`config.mk`:
```
export PLATFORM = sky130hd
export DESIGN_NAME = modadd_core
export DESIGN_NICKNAME = d
export VERILOG_FILES = /design/src/rtl/modadd_pkg.sv /design/src/rtl/modadd_adder.sv /design/src/rtl/modadd_sel.sv /design/src/rtl/modadd_core.sv
export SDC_FILE = /design/constraint.sdc
export NUM_CORES = 1
export LEC_CHECK = 0
export BUFFER_PORTS_ARGS = -buffer_cell sky130_fd_sc_hd__buf_2
export CORE_MARGIN = 10
export CORE_UTILIZATION = 30
export DETAILED_ROUTE_END_ITERATION = 6
export REMOVE_ABC_BUFFERS = 1
export SLEW_MARGIN = 10
export SYNTH_ARGS = -nofsm -noshare
export SYNTH_HDL_FRONTEND = slang
export SYNTH_SLANG_ARGS = --single-unit
```
`constraint.sdc`:
```
create_clock -name vclk -period 4.07
set_input_delay 0.2035 -clock vclk [all_inputs]
set_output_delay 0.2035 -clock vclk [all_outputs]
set_load 0.02 [all_outputs]
```
`src/rtl/modadd_pkg.sv`:
```
`timescale 1ns/1ps
package modadd_pkg;

  // Build variant for the internal adders
  typedef enum logic [0:0] {
    ARCH_RIPPLE = 1'b0,
    ARCH_INFER  = 1'b1
  } adder_arch_e;

endpackage

```
`src/rtl/modadd_adder.sv`:
```
`timescale 1ns/1ps
// Generic WIDTH-bit adder with carry in; no carry out is produced.
module modadd_adder #(
  parameter int unsigned             WIDTH = 9,
  parameter modadd_pkg::adder_arch_e ARCH  = modadd_pkg::ARCH_RIPPLE
) (
  input  logic [WIDTH-1:0] x_i,
  input  logic [WIDTH-1:0] y_i,
  input  logic             cin_i,
  output logic [WIDTH-1:0] s_o
);

  generate
    if (ARCH == modadd_pkg::ARCH_RIPPLE) begin : g_ripple
      logic [WIDTH-1:0] carry;
      assign carry[0] = cin_i;
      for (genvar i = 0; i < WIDTH; i++) begin : g_bit
        assign s_o[i] = x_i[i] ^ y_i[i] ^ carry[i];
        if (i < WIDTH - 1) begin : g_cy
          assign carry[i+1] = (x_i[i] & y_i[i]) | (carry[i] & (x_i[i] ^ y_i[i]));
        end
      end
    end else begin : g_infer
      always_comb begin
        s_o = x_i + y_i + {{(WIDTH-1){1'b0}}, cin_i};
      end
    end
  endgenerate

endmodule

```
`src/rtl/modadd_sel.sv`:
```
`timescale 1ns/1ps
// Picks the corrected or uncorrected value by the sign of the trial difference.
module modadd_sel #(
  parameter int unsigned WIDTH = 8,
  localparam int unsigned SUM_W  = WIDTH + 1,
  localparam int unsigned DIFF_W = WIDTH + 2
) (
  input  logic [SUM_W-1:0]  raw_i,
  input  logic [DIFF_W-1:0] diff_i,
  output logic [SUM_W-1:0]  pick_o
);

  logic neg;

  always_comb begin
    neg    = diff_i[DIFF_W-1];
    pick_o = neg ? raw_i : diff_i[SUM_W-1:0];
  end

endmodule

```
`src/rtl/modadd_core.sv`:
```
`timescale 1ns/1ps
// Top: (a + b) mod p with a single trial subtraction.
module modadd_core #(
  parameter int unsigned             WIDTH = 8,
  parameter modadd_pkg::adder_arch_e ARCH  = modadd_pkg::ARCH_RIPPLE
) (
  input  logic [WIDTH-1:0] a_i,
  input  logic [WIDTH-1:0] b_i,
  input  logic [WIDTH-1:0] mod_i,
  output logic [WIDTH-1:0] sum_o
);

  localparam int unsigned SUM_W  = WIDTH + 1;
  localparam int unsigned DIFF_W = WIDTH + 2;

  logic [SUM_W-1:0]  raw_sum;
  logic [DIFF_W-1:0] trial_diff;
  logic [SUM_W-1:0]  sel_full;

  // Plain sum, widened so the carry lands in the top bit
  modadd_adder #(.WIDTH(SUM_W), .ARCH(ARCH)) u_sum (
    .x_i   ({1'b0, a_i}),
    .y_i   ({1'b0, b_i}),
    .cin_i (1'b0),
    .s_o   (raw_sum)
  );

  // raw_sum - mod_i as inverted addend plus one, two bits of headroom for a sign
  modadd_adder #(.WIDTH(DIFF_W), .ARCH(ARCH)) u_trial (
    .x_i   ({1'b0, raw_sum}),
    .y_i   (~{2'b00, mod_i}),
    .cin_i (1'b1),
    .s_o   (trial_diff)
  );

  modadd_sel #(.WIDTH(WIDTH)) u_sel (
    .raw_i  (raw_sum),
    .diff_i (trial_diff),
    .pick_o (sel_full)
  );

  assign sum_o = sel_full[WIDTH-1:0];

endmodule

```
==> flow_summary.toml, run 1 <==
[global_route]
grt_start_max_net_pins = 9
grt_util_all_layers_pct = 6.767
grt_overflow = 0
antenna_found_initial = 0
first_global_vias = 540
grt_first_pass_wirelength_um = 2270

[job]
cap_violations = 0

[timing]
layout_setup_ws_ns = 0.01138
report.final.slew_viol_count = 0
rsz0062_at_grt = "yes"
min_period_ns = 4.059
tightest_slew_ns = 0.1392
fmax_mhz = 246.4
max-slew-margin-rel_pct = 90.46
report.final.setup_viol = 0
period_share_pct = 99.72
final_hold_viol_count = 0

[die]
fp.coreArea_mm2 = 0.001708
die_y_um = 62.15
io_pins = 32
row_count = 15
die_area_mm2 = 0.003863
initial_utilization_pct = 31.21
die_w_um = 62.15

[setup_path]
cp.required_ns = 3.87
cp_cell_sequence = "buf_8 > ha_4 > inv_2 > fa_2 > inv_2 > fa_2 > fa_2 > fa_2 > fa_2 > inv_2 > fa_2 > inv_2 > fa_2 > inv_2 > fa_2 > nand2b_4 > mux2_4 > buf_6"
crit_path_frequent_cell = "fa_2"
crit_start = "a_i[0]"
crit_path_start_kind = "input port"
slowest_delay_ns = 0.52
cp-end-kind = "primary output"
cp_slowest_cell = "fa_2"
arrival_ns = 3.86
critPathMaxFanout = 8
crit_type = "input port to primary output"

[logic_synthesis]
synth_top_family_by_area = "adder cells"
yosys.area_share.adder_pct = 57.28
seq_area_frac_synth_pct = 0
synth_area_um2 = 533.0
yosysMostFrequentCell = "inv_1"
synth_top_area_share_pct = 52.58
synth_area_per_cell_um2 = 10.25
synth-simple-area-share_pct = 2.582
synth_top_area_cell = "fa_1"
synth_cells = 52
synth_common_cells = "inv_1 (26), fa_1 (14), mux2_4 (5)"
synth_compound_area_share_pct = 0
synth_mux_area_share_pct = 19.72
synthDistinctLibCells = 7
synth_area_leaders = "fa_1 (53%), inv_1 (18%), mux2_4 (14%), mux2i_1 (5.6%), ha_1 (4.7%)"
ys.warnings.count = 0
synth-xor-area-share_pct = 0

[finish]
area_growth_pct = 55.40
nFillCells = 167
register_area_um2 = 0
nClkBuffers = 0
antenna_cells = 0
finalNonFillerCells = 111
nets = 128
seq_cells = 0
drive_gt1_share_pct = 70.93

[drt]
detail-route-antenna-nets = 0
drt_iter0_drc = 8
drt_first_pass_iters = 4
wl_um = 1228
vias = 432
post_drt_wl_per_cell_um = 11.06
remaining_drc_errors = 0
viasPerCell = 3.892

[placement]
portBuffers = 32
hpwl_um = 1149
dp_slack_ns = -0.2969
gp_congestion = 0.6455
placedCellCount = 110

[pwr]
power_mw = 0.2812
leakage_nw = 0.4685
ir_drop_mv = 0.2060
powerDensity_mw_per_mm2 = 339.5

[clocking]
cts_hold_buffers = 0

[hold_path]
hp-class = "input port to primary output"
min_from = "mod_i[0]"

[status]
status = "complete, no violations"
[power by group]
group	total (mW)	leakage, nW	switching [mW]	internal, mW
combinational	0.281	0.468	0.133	0.149
sequential	0	0	0	0
clock	0	0	0	0
[logic make-up after synthesis]
logic type               count (synthesis)
buffers and inverters                   27
adder cells (fa/ha/maj)                 16
multiplexers                             8
AND/OR/NAND/NOR                          1
[cell usage in the layout, fill, tap and decap left out]
cell type  synthesis  final
buf_2              0     22
buf_4              0      6
buf_6              1      6
buf_8              0      1
fa_1              14      4
fa_2               0     10
ha_1               2      1
ha_4               0      1
inv_1             26     17
inv_2              0      9
mux2_4             5      5
mux2i_1            3      3
nand2b_4           1      1
[metrics by stage]
step                hold slack [ns]  setup TNS [ns]  utilization, %  area (µm²)
floorplan                    0.6678               0               -       521.8
global placement             0.8096          -1.352           42.64       728.2
detailed placement           0.8265          -2.021           42.64       728.2
CTS                          0.8312         -0.5171           48.28       824.5
global route                 0.8651         -0.9028           48.50       828.3
finish                       0.8355               0           48.50       828.3
[worst max-delay path: cells and delay by family]
family / cells / cell delay, ns
adders and majority gates: 9 / 2.74
buffers and inverters: 7 / 0.45
muxes: 1 / 0.33
and+or+nand+nor: 1 / 0.12
[final timing paths]
kind	to	slack [ns]	depth (start not counted)
worst max-delay path	sum_o[1]	0.01	18
worst min-delay path	sum_o[0]	0.84	4
[metal layers]
layer / track usage [%] / up-vias / part of all wire [%]
met5: 0 / - / 0
met4: 0 / 0 / 0
met3: 2.509 / 0 / 11
met2: 12.05 / 25 / 49
met1: 7.906 / 200 / 39
li1: - / 207 / -
[area by class of cell]
type	instances	area (µm²)	share of cell area, %
Multi-Input combinational cell	25	461.7	55.74
Tap cell	25	31.28	3.776
Timing Repair Buffer	35	237.7	28.70
Inverter	26	97.59	11.78
[repair_timing]
item,in CTS,in global routing
endpoints found under the setup margin,8,8
gates resized for setup,34,3
hold endpoints to repair,0,0
buffers inserted,1,0
pin swaps,5,3
(Power assumes the default switching activity.)
==> run 2: changes to the inputs <==
--- a/config.mk
+++ b/config.mk
@@ -9,8 +9,8 @@
 export CORE_MARGIN = 10
 export CORE_UTILIZATION = 30
 export DETAILED_ROUTE_END_ITERATION = 6
+export MAX_ROUTING_LAYER = met4
 export REMOVE_ABC_BUFFERS = 1
-export SLEW_MARGIN = 10
 export SYNTH_ARGS = -nofsm -noshare
 export SYNTH_HDL_FRONTEND = slang
 export SYNTH_SLANG_ARGS = --single-unit
==> run 2 against run 1 <==
Net effect:
- fmax about the same
- critical path depth is the same
- cell area unchanged
==> flow_summary.toml, run 2 (synthesis results as in run 1) <==
[status]
status = "complete, no violations"

[setup_path]
arrival_ns = 3.85
cp_slowest_cell = "fa_2"
crit_type = "input port to primary output"
critPathMaxFanout = 8
crit_path_start_kind = "input port"
cp-end-kind = "primary output"
cp_cell_sequence = "buf_8 > ha_4 > inv_2 > fa_2 > inv_2 > fa_2 > fa_2 > fa_2 > fa_2 > inv_2 > fa_2 > inv_2 > fa_2 > inv_2 > fa_2 > nand2b_4 > mux2_4 > buf_6"
slowest_delay_ns = 0.52
cp.required_ns = 3.87
crit_path_frequent_cell = "fa_2"

[die]
fp.coreArea_mm2 = 0.001708
die_area_mm2 = 0.003863
die_y_um = 62.15
row_count = 15
initial_utilization_pct = 31.21
io_pins = 32
die_w_um = 62.15

[timing]
period_share_pct = 99.71
layout_setup_ws_ns = 0.01168
tightest_slew_ns = 0.1392
report.final.setup_viol = 0
rsz0062_at_grt = "yes"
final_hold_viol_count = 0
min_period_ns = 4.058
fmax_mhz = 246.4
report.final.slew_viol_count = 0
max-slew-margin-rel_pct = 90.46

[placement]
dp_slack_ns = -0.2969
portBuffers = 32
hpwl_um = 1149
placedCellCount = 110
gp_congestion = 0.6511

[hold_path]
hp-class = "input port to primary output"

[drt]
viasPerCell = 3.892
post_drt_wl_per_cell_um = 11.05
wl_um = 1227
drt_first_pass_iters = 4
drt_iter0_drc = 8
detail-route-antenna-nets = 0
vias = 432
remaining_drc_errors = 0

[pwr]
power_mw = 0.2818
clockPowerShare_pct = 0
netSwitchingFraction_pct = 47.27
leakage_nw = 0.4685
p_seq_share_pct = 0
powerDensity_mw_per_mm2 = 340.2
intPower_mw = 0.1486
ir_drop_mv = 0.2076
comb_power_share_pct = 100.0
switching_power_mw = 0.1332

[clocking]
cts_hold_buffers = 0

[finish]
seq_cells = 0
drive_gt1_share_pct = 70.93
finalNonFillerCells = 111
area_growth_pct = 55.40
antenna_cells = 0
nClkBuffers = 0
mostFrequentLayoutCells = "buf_2 (22), inv_1 (17), fa_2 (10)"
final_util_pct = 48.50
nFillCells = 167
final_common_cell = "buf_2"
register_area_um2 = 0
nets = 128

[global_route]
antenna_found_initial = 0
grt_first_pass_wirelength_um = 2270
grt_util_all_layers_pct = 6.950
grt_start_max_net_pins = 9
grt_overflow = 0
first_global_vias = 540

[job]
cap_violations = 0
[run 2: path summary, 6_finish.rpt]
check | start | endpoint | slack [ns] | depth (start not counted)
worst max-delay path | a_i[0] | sum_o[1] | 0.01 | 18
worst min-delay path | mod_i[0] | sum_o[0] | 0.84 | 4
[run 2: cell type report]
class              count  area (µm²)  area share [%]
inverters             26       97.59           11.78
multi-input cells     25       461.7           55.74
well taps             25       31.28           3.776
repair buffers        35       237.7           28.70
[run 2: power groups by stage]
| stage | Sequential, mW | Clock [mW] | Combinational (mW) |
|---|---|---|---|
| CTS | 0 | 0 | 0.287 |
| finish | 0 | 0 | 0.282 |
| global route | 0 | 0 | 0.316 |
| detailed placement | 0 | 0 | 0.229 |
| global placement | 0 | 0 | 0.220 |
| floorplan | 0 | 0 | 0.157 |
[run 2: routing by layer]
layer	up-vias	track usage, %	share of wire, %
li1	207	-	-
met1	200	8.830	45
met2	25	12.05	49
met3	0	0.8961	5.6
met4	0	0	0
met5	-	-	0
[run 2: stage by stage]
step,hold slack [ns],TNS [ns],cell area (µm²)
2_1_floorplan,0.6678,0,521.8
3_3_place_gp,0.8096,-1.352,728.2
3_5_place_dp,0.8265,-2.021,728.2
4_1_cts,0.8312,-0.5171,824.5
5_1_grt,0.8651,-0.9014,828.3
6_report,0.8355,0,828.3
[run 2: critical path, delay by kind of cell]
kind                     cells  cell delay, ns
adder cells (fa/ha/maj)      9            2.74
buffers and inverters        7            0.45
multiplexers                 1            0.33
AND/OR/NAND/NOR              1            0.12
[run 2: timing repair]
| item | 4_1_cts | 5_1_grt |
|---|---|---|
| cloned | 0 | 0 |
| pin swaps | 5 | 3 |
| setup endpoints to repair | 8 | 8 |
| gates resized for setup | 34 | 3 |
| buffers inserted | 1 | 0 |
